$ cat src/rtl/insn_dispatch_pkg.sv
package insn_dispatch_pkg;
  typedef enum logic {
    FLD_SRC = 1'b0,
    FLD_DST = 1'b1
  } fld_e;

  localparam int unsigned NOPS_W = 2;
endpackage

$ cat src/rtl/op_table.sv
module op_table #(
  parameter int unsigned IW   = 16,
  parameter int unsigned AW   = 9,
  parameter int unsigned NENT = 64,
  parameter int unsigned NW   = 2,
  parameter logic [AW-1:0] TRAP_ADDR = '1,
  localparam int unsigned XW = $clog2(NENT)
) (
  input  logic          clk_i,
  input  logic          rst_ni,
  input  logic          we_i,
  input  logic [XW-1:0] idx_i,
  input  logic          vld_i,
  input  logic [IW-1:0] match_i,
  input  logic [IW-1:0] mask_i,
  input  logic [AW-1:0] addr_i,
  input  logic [NW-1:0] nops_i,
  input  logic [IW-1:0] ir_i,
  output logic          hit_o,
  output logic [AW-1:0] addr_o,
  output logic [NW-1:0] nops_o
);
  logic [NENT-1:0] vld_q;
  logic [IW-1:0]   match_q [NENT];
  logic [IW-1:0]   mask_q  [NENT];
  logic [AW-1:0]   addr_q  [NENT];
  logic [NW-1:0]   nops_q  [NENT];
  logic [NENT-1:0] hit_vec;

  for (genvar e = 0; e < NENT; e++) begin : g_ent
    always_ff @(posedge clk_i or negedge rst_ni) begin
      if (!rst_ni) begin
        vld_q[e]   <= 1'b0;
        match_q[e] <= '0;
        mask_q[e]  <= '0;
        addr_q[e]  <= '0;
        nops_q[e]  <= '0;
      end else if (we_i && idx_i == XW'(e)) begin
        vld_q[e]   <= vld_i;
        match_q[e] <= match_i;
        mask_q[e]  <= mask_i;
        addr_q[e]  <= addr_i;
        nops_q[e]  <= nops_i;
      end
    end
    assign hit_vec[e] = vld_q[e] && ((ir_i & mask_q[e]) == (match_q[e] & mask_q[e]));
  end

  // walk from the top so the lowest matching index is assigned last
  always_comb begin
    hit_o  = 1'b0;
    addr_o = TRAP_ADDR;
    nops_o = '0;
    for (int e = NENT - 1; e >= 0; e--) begin
      if (hit_vec[e]) begin
        hit_o  = 1'b1;
        addr_o = addr_q[e];
        nops_o = nops_q[e];
      end
    end
  end
endmodule

$ cat src/rtl/mode_table.sv
module mode_table #(
  parameter int unsigned AW = 9,
  parameter int unsigned MW = 3,
  localparam int unsigned XW = MW + 1,
  localparam int unsigned NM = 1 << XW
) (
  input  logic          clk_i,
  input  logic          rst_ni,
  input  logic          we_i,
  input  logic [XW-1:0] idx_i,
  input  logic [AW-1:0] addr_i,
  input  logic [MW-1:0] src_mode_i,
  input  logic [MW-1:0] dst_mode_i,
  output logic [AW-1:0] src_addr_o,
  output logic [AW-1:0] dst_addr_o
);
  logic [AW-1:0] tab_q [NM];

  for (genvar m = 0; m < NM; m++) begin : g_ent
    always_ff @(posedge clk_i or negedge rst_ni) begin
      if (!rst_ni)                            tab_q[m] <= '0;
      else if (we_i && idx_i == XW'(m))       tab_q[m] <= addr_i;
    end
  end

  assign src_addr_o = tab_q[{1'b0, src_mode_i}];
  assign dst_addr_o = tab_q[{1'b1, dst_mode_i}];
endmodule

$ cat src/rtl/mode_seq.sv
module mode_seq
  import insn_dispatch_pkg::*;
#(
  parameter int unsigned AW = 9,
  parameter int unsigned MW = 3,
  parameter int unsigned NW = 2
) (
  input  logic          clk_i,
  input  logic          rst_ni,
  input  logic          load_i,
  input  logic [NW-1:0] nops_i,
  input  logic [MW-1:0] dst_mode_i,
  input  logic [AW-1:0] src_addr_i,
  input  logic [AW-1:0] dst_addr_i,
  input  logic          ack_i,
  output logic [MW-1:0] dst_mode_o,
  output logic          pend_o,
  output fld_e          field_o,
  output logic [AW-1:0] addr_o
);
  logic          pend_q;
  fld_e          field_q;
  logic [AW-1:0] addr_q;
  logic [MW-1:0] dst_q;
  logic          two_ops;

  assign two_ops = nops_i >= NW'(2);

  always_ff @(posedge clk_i or negedge rst_ni) begin
    if (!rst_ni) begin
      pend_q  <= 1'b0;
      field_q <= FLD_SRC;
      addr_q  <= '0;
      dst_q   <= '0;
    end else if (load_i) begin
      pend_q  <= nops_i != '0;
      field_q <= two_ops ? FLD_SRC : FLD_DST;
      addr_q  <= two_ops ? src_addr_i : dst_addr_i;
      dst_q   <= dst_mode_i;
    end else if (ack_i && pend_q) begin
      if (field_q == FLD_SRC) begin
        field_q <= FLD_DST;
        addr_q  <= dst_addr_i;
      end else begin
        pend_q  <= 1'b0;
      end
    end
  end

  assign dst_mode_o = dst_q;
  assign pend_o     = pend_q;
  assign field_o    = field_q;
  assign addr_o     = addr_q;
endmodule

$ cat src/rtl/insn_dispatch.sv
module insn_dispatch
  import insn_dispatch_pkg::*;
#(
  parameter int unsigned IW      = 16,
  parameter int unsigned AW      = 9,
  parameter int unsigned NENT    = 64,
  parameter int unsigned MW      = 3,
  parameter int unsigned SRC_LSB = 9,
  parameter int unsigned DST_LSB = 3,
  parameter logic [AW-1:0] TRAP_ADDR = 9'h1F0,
  localparam int unsigned XW = $clog2(NENT),
  localparam int unsigned NW = NOPS_W
) (
  input  logic          clk_i,
  input  logic          rst_ni,
  input  logic          ir_load_i,
  input  logic [IW-1:0] ir_i,
  input  logic          op_we_i,
  input  logic [XW-1:0] op_idx_i,
  input  logic          op_vld_i,
  input  logic [IW-1:0] op_match_i,
  input  logic [IW-1:0] op_mask_i,
  input  logic [AW-1:0] op_addr_i,
  input  logic [NW-1:0] op_nops_i,
  input  logic          md_we_i,
  input  logic [MW:0]   md_idx_i,
  input  logic [AW-1:0] md_addr_i,
  input  logic          mode_ack_i,
  output logic          valid_o,
  output logic [AW-1:0] exec_addr_o,
  output logic [NW-1:0] nops_o,
  output logic          hit_o,
  output logic          mode_pend_o,
  output logic          mode_field_o,
  output logic [AW-1:0] mode_addr_o
);
  logic          lk_hit;
  logic [AW-1:0] lk_addr;
  logic [NW-1:0] lk_nops;
  logic [AW-1:0] src_addr, dst_addr;
  logic [MW-1:0] dst_sel, dst_held;
  fld_e          field;

  op_table #(.IW(IW), .AW(AW), .NENT(NENT), .NW(NW), .TRAP_ADDR(TRAP_ADDR)) u_op (
    .clk_i, .rst_ni,
    .we_i(op_we_i), .idx_i(op_idx_i), .vld_i(op_vld_i), .match_i(op_match_i),
    .mask_i(op_mask_i), .addr_i(op_addr_i), .nops_i(op_nops_i),
    .ir_i, .hit_o(lk_hit), .addr_o(lk_addr), .nops_o(lk_nops)
  );

  // on a load the destination lookup uses the incoming word, afterwards the held field
  assign dst_sel = ir_load_i ? ir_i[DST_LSB +: MW] : dst_held;

  mode_table #(.AW(AW), .MW(MW)) u_md (
    .clk_i, .rst_ni,
    .we_i(md_we_i), .idx_i(md_idx_i), .addr_i(md_addr_i),
    .src_mode_i(ir_i[SRC_LSB +: MW]), .dst_mode_i(dst_sel),
    .src_addr_o(src_addr), .dst_addr_o(dst_addr)
  );

  mode_seq #(.AW(AW), .MW(MW), .NW(NW)) u_seq (
    .clk_i, .rst_ni,
    .load_i(ir_load_i), .nops_i(lk_nops), .dst_mode_i(ir_i[DST_LSB +: MW]),
    .src_addr_i(src_addr), .dst_addr_i(dst_addr), .ack_i(mode_ack_i),
    .dst_mode_o(dst_held), .pend_o(mode_pend_o), .field_o(field), .addr_o(mode_addr_o)
  );

  assign mode_field_o = field;

  always_ff @(posedge clk_i or negedge rst_ni) begin
    if (!rst_ni) begin
      valid_o     <= 1'b0;
      exec_addr_o <= '0;
      nops_o      <= '0;
      hit_o       <= 1'b0;
    end else begin
      valid_o <= ir_load_i;
      if (ir_load_i) begin
        exec_addr_o <= lk_addr;
        nops_o      <= lk_nops;
        hit_o       <= lk_hit;
      end
    end
  end
endmodule

$ cat config.mk
export PLATFORM = sky130hd
export DESIGN_NAME = insn_dispatch
export DESIGN_NICKNAME = d
export VERILOG_FILES = /design/src/rtl/insn_dispatch_pkg.sv /design/src/rtl/op_table.sv /design/src/rtl/mode_table.sv /design/src/rtl/mode_seq.sv /design/src/rtl/insn_dispatch.sv
export SDC_FILE = /design/constraint.sdc
export NUM_CORES = 2
export LEC_CHECK = 0
export BUFFER_PORTS_ARGS = -buffer_cell sky130_fd_sc_hd__buf_2
export CAP_MARGIN = 20
export CORE_MARGIN = 8
export CORE_UTILIZATION = 55
export CTS_BUF_LIST = sky130_fd_sc_hd__clkbuf_8
export DETAILED_ROUTE_END_ITERATION = 8
export GPL_ROUTABILITY_DRIVEN = 1
export PLACE_DENSITY = 0.73
export SYNTH_ARGS = -nofsm -noshare
export SYNTH_HDL_FRONTEND = slang
export SYNTH_SLANG_ARGS = --single-unit
$ cat constraint.sdc
create_clock -name clk_i -period 3 [get_ports clk_i]
set_input_delay 0.45 -clock clk_i [delete_from_list [all_inputs] [get_ports clk_i]]
set_output_delay 0.45 -clock clk_i [all_outputs]
set_load 0.005 [all_outputs]
Word level (Yosys, flattened, before mapping)
Cells that the tools add are included.
{"block": "totals", "register_bits": 2987, "in_bits": 85, "elab_cells": 981}
{"block": "classes", "order_cmp": 3, "eq_ne": 143, "mux": 209, "n_bitwise": 130, "n_reduce_logical": 152}
{"op": "$and 16x16->16", "count": 128}
{"op": "$eq 16x16->1", "count": 64}
{"op": "$mux 9", "count": 72}
{"op": "$eq 6x6->1 const B", "count": 32}
{"op": "$logic_and 1x1->1", "count": 145}
{"op": "$mux 2", "count": 64}
{"op": "$eq 6x5->1 const B", "count": 16}
{"op": "$bmux 9 s4", "count": 2}
{"op": "$mux 1", "count": 70}
{"op": "$eq 6x4->1 const B", "count": 8}
{"op": "$eq 4x4->1 const B", "count": 8}
{"op": "$eq 6x3->1 const B", "count": 4}
{"op": "$eq 4x3->1 const B", "count": 4}
{"op": "$eq 6x2->1 const B", "count": 2}
{"op": "$ge 5x5->1 const B", "count": 2}
{"op": "$eq 4x2->1 const B", "count": 2}
{"op": "$eq 6x1->1 const B", "count": 1}
{"op": "$logic_not 6->1", "count": 1}
{"op": "$reduce_bool 2->1", "count": 3}
{"op": "$not 3->5", "count": 1}
{"op": "$not 4->5", "count": 1}
{"op": "$eq 4x1->1 const B", "count": 1}
{"op": "$logic_not 4->1", "count": 1}
{"op": "$reduce_and 2->1", "count": 2}
{"op": "3 further kinds", "count": 3}

Logic depth before layout (Yosys ltp)
{"block": "logic_depth", "word_depth": 70, "ltp_mapped": 18, "mapped_depth_nobuf": 11}

Modules after synthesis
From an unflattened synthesis, not the netlist that was laid out.
{"block": "unflattened", "cells_unflattened": 10107, "area_unflattened_um2": 136096.8}
{"module": "op_table", "instances": 1, "cells_per_inst": 9641, "area_per_inst_um2": 128339.3}
{"module": "mode_table", "instances": 1, "cells_per_inst": 391, "area_per_inst_um2": 6530.0}
{"module": "mode_seq", "instances": 1, "cells_per_inst": 45, "area_per_inst_um2": 664.4}
{"module": "insn_dispatch", "instances": 1, "cells_per_inst": 30, "area_per_inst_um2": 563.0}

Worst setup path before layout
OpenSTA, ideal clock, no wires.
{"block": "synth_timing", "path_type": "input to register", "from": "input ir_i[13]", "to": "register exec_addr_o[1]", "setup_time_ps": 124, "arrival_ps": 3489, "slack_ps": -613, "cell_stages": 16, "path_buffers": 5, "path_cell_list": "buf_4 buf_6 buf_6 buf_4 xor2_1 a22oi_1 nand4_1 or3_1 buf_2 and2_4 a221o_1 a2111oi_4 nand3_2 nor4b_2 o41ai_1 a211o_1"}
{"block": "synth_between", "elab_chain_cells": 67, "elab_cells_between_ends": 256, "classes_between": "eq/ne (64); mux (64); bitwise (64); reduce/logical (64)"}
{"element": "from (decl)", "line_no": "insn_dispatch.sv:17", "text": "input logic [IW-1:0] ir_i,"}
{"element": "$and 16x16->16", "line_no": "op_table.sv:46", "text": "assign hit_vec[e] = vld_q[e] && ((ir_i & mask_q[e]) == (match_q[e] & mask_q[e]));"}
{"element": "$eq 16x16->1", "line_no": "op_table.sv:46"}
{"element": "$logic_and 1x1->1", "line_no": "op_table.sv:46"}
{"element": "$mux 9 (63 in a row)", "line_no": "op_table.sv:55", "text": "if (hit_vec[e]) begin"}
{"element": "$mux 9 *", "line_no": "op_table.sv:55"}
{"element": "to (signal assigned)", "line_no": "insn_dispatch.sv:79", "text": "exec_addr_o <= lk_addr;"}
{"element": "to (decl)", "line_no": "insn_dispatch.sv:30", "text": "output logic [AW-1:0] exec_addr_o,"}
Every way passes the cells marked *; elsewhere a longest branch is shown, timed or not.
A chain may end at the register's enable or synchronous reset.

Final worst setup path
{"block": "layout_timing", "from": "register u_op.match_q[679] in the netlist's numbering", "to": "register exec_addr_o[1]"}
{"block": "layout_between", "elab_chain_cells": 25}
{"element": "from (decl)", "line_no": "op_table.sv:24", "text": "logic [IW-1:0] match_q [NENT];"}
{"element": "from (signal, indexed assignment)", "line_no": "op_table.sv:40", "text": "match_q[e] <= match_i;"}
{"element": "$and 16x16->16", "line_no": "op_table.sv:46"}
{"element": "$eq 16x16->1", "line_no": "op_table.sv:46"}
{"element": "$logic_and 1x1->1", "line_no": "op_table.sv:46"}
{"element": "$mux 9 (22 in a row)", "line_no": "op_table.sv:55"}
Every way passes these cells.

==> impl_metrics.toml <==
[power_and_ir_drop]
p_per_area_nw_per_um2 = 680
power_w = 0.109
p_leak_nw = 78.3
ir_worst_vdd_mv = 0.425

[yosys]
yosysWarnings = 0
synth-seq-cells = 2987
synth_nets = 10403
synth_edf_count = 0
syn_inst = 10318
syn_avg_cell_area_um2 = 13.2
yosys.area.top_type = "dfrtp_1"
seq_area_frac_synth_pct = 54.8
ys.flop_type = "dfrtp_1"
netlist-cell-type-count = 90
synth_common_cells = "2,987 x dfrtp_1, 2,949 x mux2_2, 1,024 x xor2_1"
synth.area.top_cells = "dfrtp_1 55%, mux2_2 24%, xor2_1 6.6%"
ys_async_sr_fraction_pct = 100
synthDominantCellAreaShare_pct = 54.8
synth.most_common_cell = "dfrtp_1"
syn_area_um2 = 136000

[global_routing]
grt_antenna_before_repair = 39
overflow = 0
grt_start_max_net_pins = 122
grt_pass1_wl_mm = 653
grt_pass1_vias = 98570
grtUsageTotal_pct = 32.8

[job]
drv_cap = 0

[run_status]
status = "finished with violations"
violations = "negative setup slack"

[hold_path]
hp-class = "input pin to flop"

[routing]
wire_per_inst_um = 29.5
routed_wl_mm = 442
dr_total_vias = 94041
route.detailed.drc = 0
drtIter0Drc = 9588
viasPerCell = 6.27
route.antenna.remaining_nets = 0
drt_first_pass_iters = 6

[sta]
setup_slack_ns = -0.752
hold_viol_final = 0
min_period_ns = 3.75
maxSlewViolCount = 0
fin_skew_ns = 0.135
relSlewSlack_pct = 31.4
fin_setup_tns_ns = -12.06
fmax_mhz = 266
tightest_slew_ns = 1.03
setup_viol = 22
fin_crit_sh_pct = 125
rsz0062_at_grt = "yes"

[floorplan]
die_x_um = 514
start_util_pct = 55.1
core_area_um2 = 248000
num_io_pins = 109
die_area_um2 = 264000
dieHeight_um = 514
rows = 183

[placement]
place_area_um2 = 149000
io_buffer_count = 108
hpwl_mm = 287
gp_congestion = 0.925

[cells_and_area]
area.growth.synth_to_final_pct = 17.8
fin_nets = 11343
drive_above_1_share_pct = 44.4
fin_area_um2 = 161000
n_fill_cell = 18165
final_core_util_pct = 64.9

[worst_setup_path]
crit_type = "flop to flop"
cp.required_ns = 4.02
crit_path_end_kind = "flop"
cp.arrival_ns = 4.77
cp-start-kind = "flop"
ff2ff_setup_slack_ns = -0.75
cp_max_fo = 3

[clocking]
cts_sinks = 2987
h-tree-depth = 5
cts_root_buf = "clkbuf_8"
cts_buffer_depth = 4
clk_pin_slew_ns = 0.07
cts_buffers = 492
cts_tree = "done"
clock_latency_ns = 1.18
-- worst paths after layout --
path                       cells past startpoint                       endpoint                           from
setup / recovery                              13     exec_addr_o[1]$_DFFE_PN0P_  u_op.match_q[679]$_DFFE_PN0P_
hold / removal                                 2  u_op.match_q[755]$_DFFE_PN0P_                  op_match_i[3]
setup reg to reg                              13     exec_addr_o[1]$_DFFE_PN0P_  u_op.match_q[679]$_DFFE_PN0P_
hold reg to reg                                1    u_op.addr_q[32]$_DFFE_PN0P_    u_op.addr_q[32]$_DFFE_PN0P_
max in group asynchronous                      4  u_op.match_q[795]$_DFFE_PN0P_                         rst_ni
min in group asynchronous                      3   u_op.mask_q[204]$_DFFE_PN0P_                         rst_ni
-- worst max-delay path: stages (launching register included) --
cell       delay [ns]
dfrtp_1          0.39
xor2_1           0.15
a22oi_1          0.18
nand4_1          0.26
or3_4            0.46
and2_4           0.18
a221o_1          0.33
a2111oi_4        0.41
buf_12           0.16
nand3_4          0.12
nor4b_4          0.30
o41ai_2          0.12
buf_4            0.20
a211o_1          0.26
-- metrics by stage --
stage | cells | setup slack [ns] | hold slack, ns
after CTS | 14954 | -0.821 | 0.00938
after floorplan | 10318 | -0.562 | 0.154
after detailed placement | 14000 | -2.11 | 0.420
final | 14990 | -0.752 | 0.104
after global routing | 14970 | -0.874 | 0.0490
after global placement | 13997 | -2.44 | 0.413
-- placed cells by master, fill, tap and decap left out, types with 33 or more instances in the layout --
| cell type | instances |
|---|---|
| o211ai_1 | 35 |
| nand4_1 | 142 |
| a211oi_1 | 41 |
| clkbuf_8 | 622 |
| nor4_1 | 33 |
| a31oi_1 | 42 |
| xor2_1 | 1014 |
| nand2_2 | 49 |
| buf_6 | 37 |
| clkinv_2 | 48 |
| o22ai_1 | 36 |
| a21oi_1 | 90 |
| dfrtp_1 | 2987 |
| o21ai_0 | 94 |
| a221oi_1 | 35 |
| nand2b_1 | 60 |
| nand3_1 | 59 |
| inv_1 | 248 |
| dlygate4sd3_1 | 62 |
| buf_12 | 213 |
| or3_1 | 40 |
| buf_4 | 891 |
| nand2_1 | 445 |
| buf_2 | 59 |
| a22oi_1 | 439 |
| nor3_1 | 72 |
| nor2_1 | 161 |
| mux2_2 | 2945 |
-- routing by layer --
layer,part of all wire (%),vias up,wire length (um),global-route usage (%)
met5,0.0093,-,41,0
met1,40,49612,176000,43.5
met4,5.9,6,25900,16.9
met2,47,4380,206000,51.9
met3,7.9,1174,35100,6.20
li1,-,38869,-,-
-- layout make-up --
| type | instances | area, um^2 | area share [%] |
|---|---|---|---|
| flip-flops and latches | 2987 | 74700 | 46.5 |
| multi-input cells | 6442 | 59400 | 36.9 |
| repair buffers | 1266 | 12400 | 7.68 |
| clock buffers | 622 | 8560 | 5.32 |
| well taps | 3330 | 4170 | 2.59 |
| clock inverters | 248 | 1270 | 0.790 |
| inverters | 69 | 260 | 0.162 |
| diodes | 26 | 65.1 | 0.0405 |
-- logic make-up after synthesis --
family | Yosys count | synth area share [%]
AO/OA/AOI/OAI | 1151 | 6.29
XOR/XNOR | 1024 | 6.57
buffers and inverters | 890 | 2.96
flip-flops | 2987 | 54.8
multiplexers | 2999 | 24.9
AND/OR/NAND/NOR | 1267 | 4.53
-- state kept, by name, indices dropped and copies added, names as in the netlist --
| signal | cells |
|---|---|
| u_op.nops_q | 128 |
| u_seq.pend_o | 1 |
| exec_addr_o | 9 |
| u_op.match_q | 1024 |
| u_seq.field_o | 1 |
| u_op.addr_q | 576 |
| nops_o | 2 |
| u_seq.dst_mode_o | 3 |
| hit_o | 1 |
| u_op.mask_q | 1024 |
| valid_o | 1 |
| u_op.vld_q | 64 |
| u_seq.addr_o | 9 |
| u_md.tab_q | 144 |
-- power by group --
part / switching [W] / internal (W) / leakage (nW)
clock: 0.0165 / 0.0191 / 5.78
combinational: 0.0127 / 0.0114 / 33.1
sequential: 0.00360 / 0.0460 / 39.4
-- timing repair --
| item | in CTS | in global routing |
|---|---|---|
| buffers inserted | 22 | 15 |
| pin swaps | 83 | 92 |
| endpoints found under the setup margin | 22 | 22 |
| gates resized for setup | 143 | 84 |
| endpoints found under the hold margin | 2611 | 0 |
| cloned | 2 | 0 |
| hold buffers | 63 | 0 |
(Power assumes the default switching activity.)
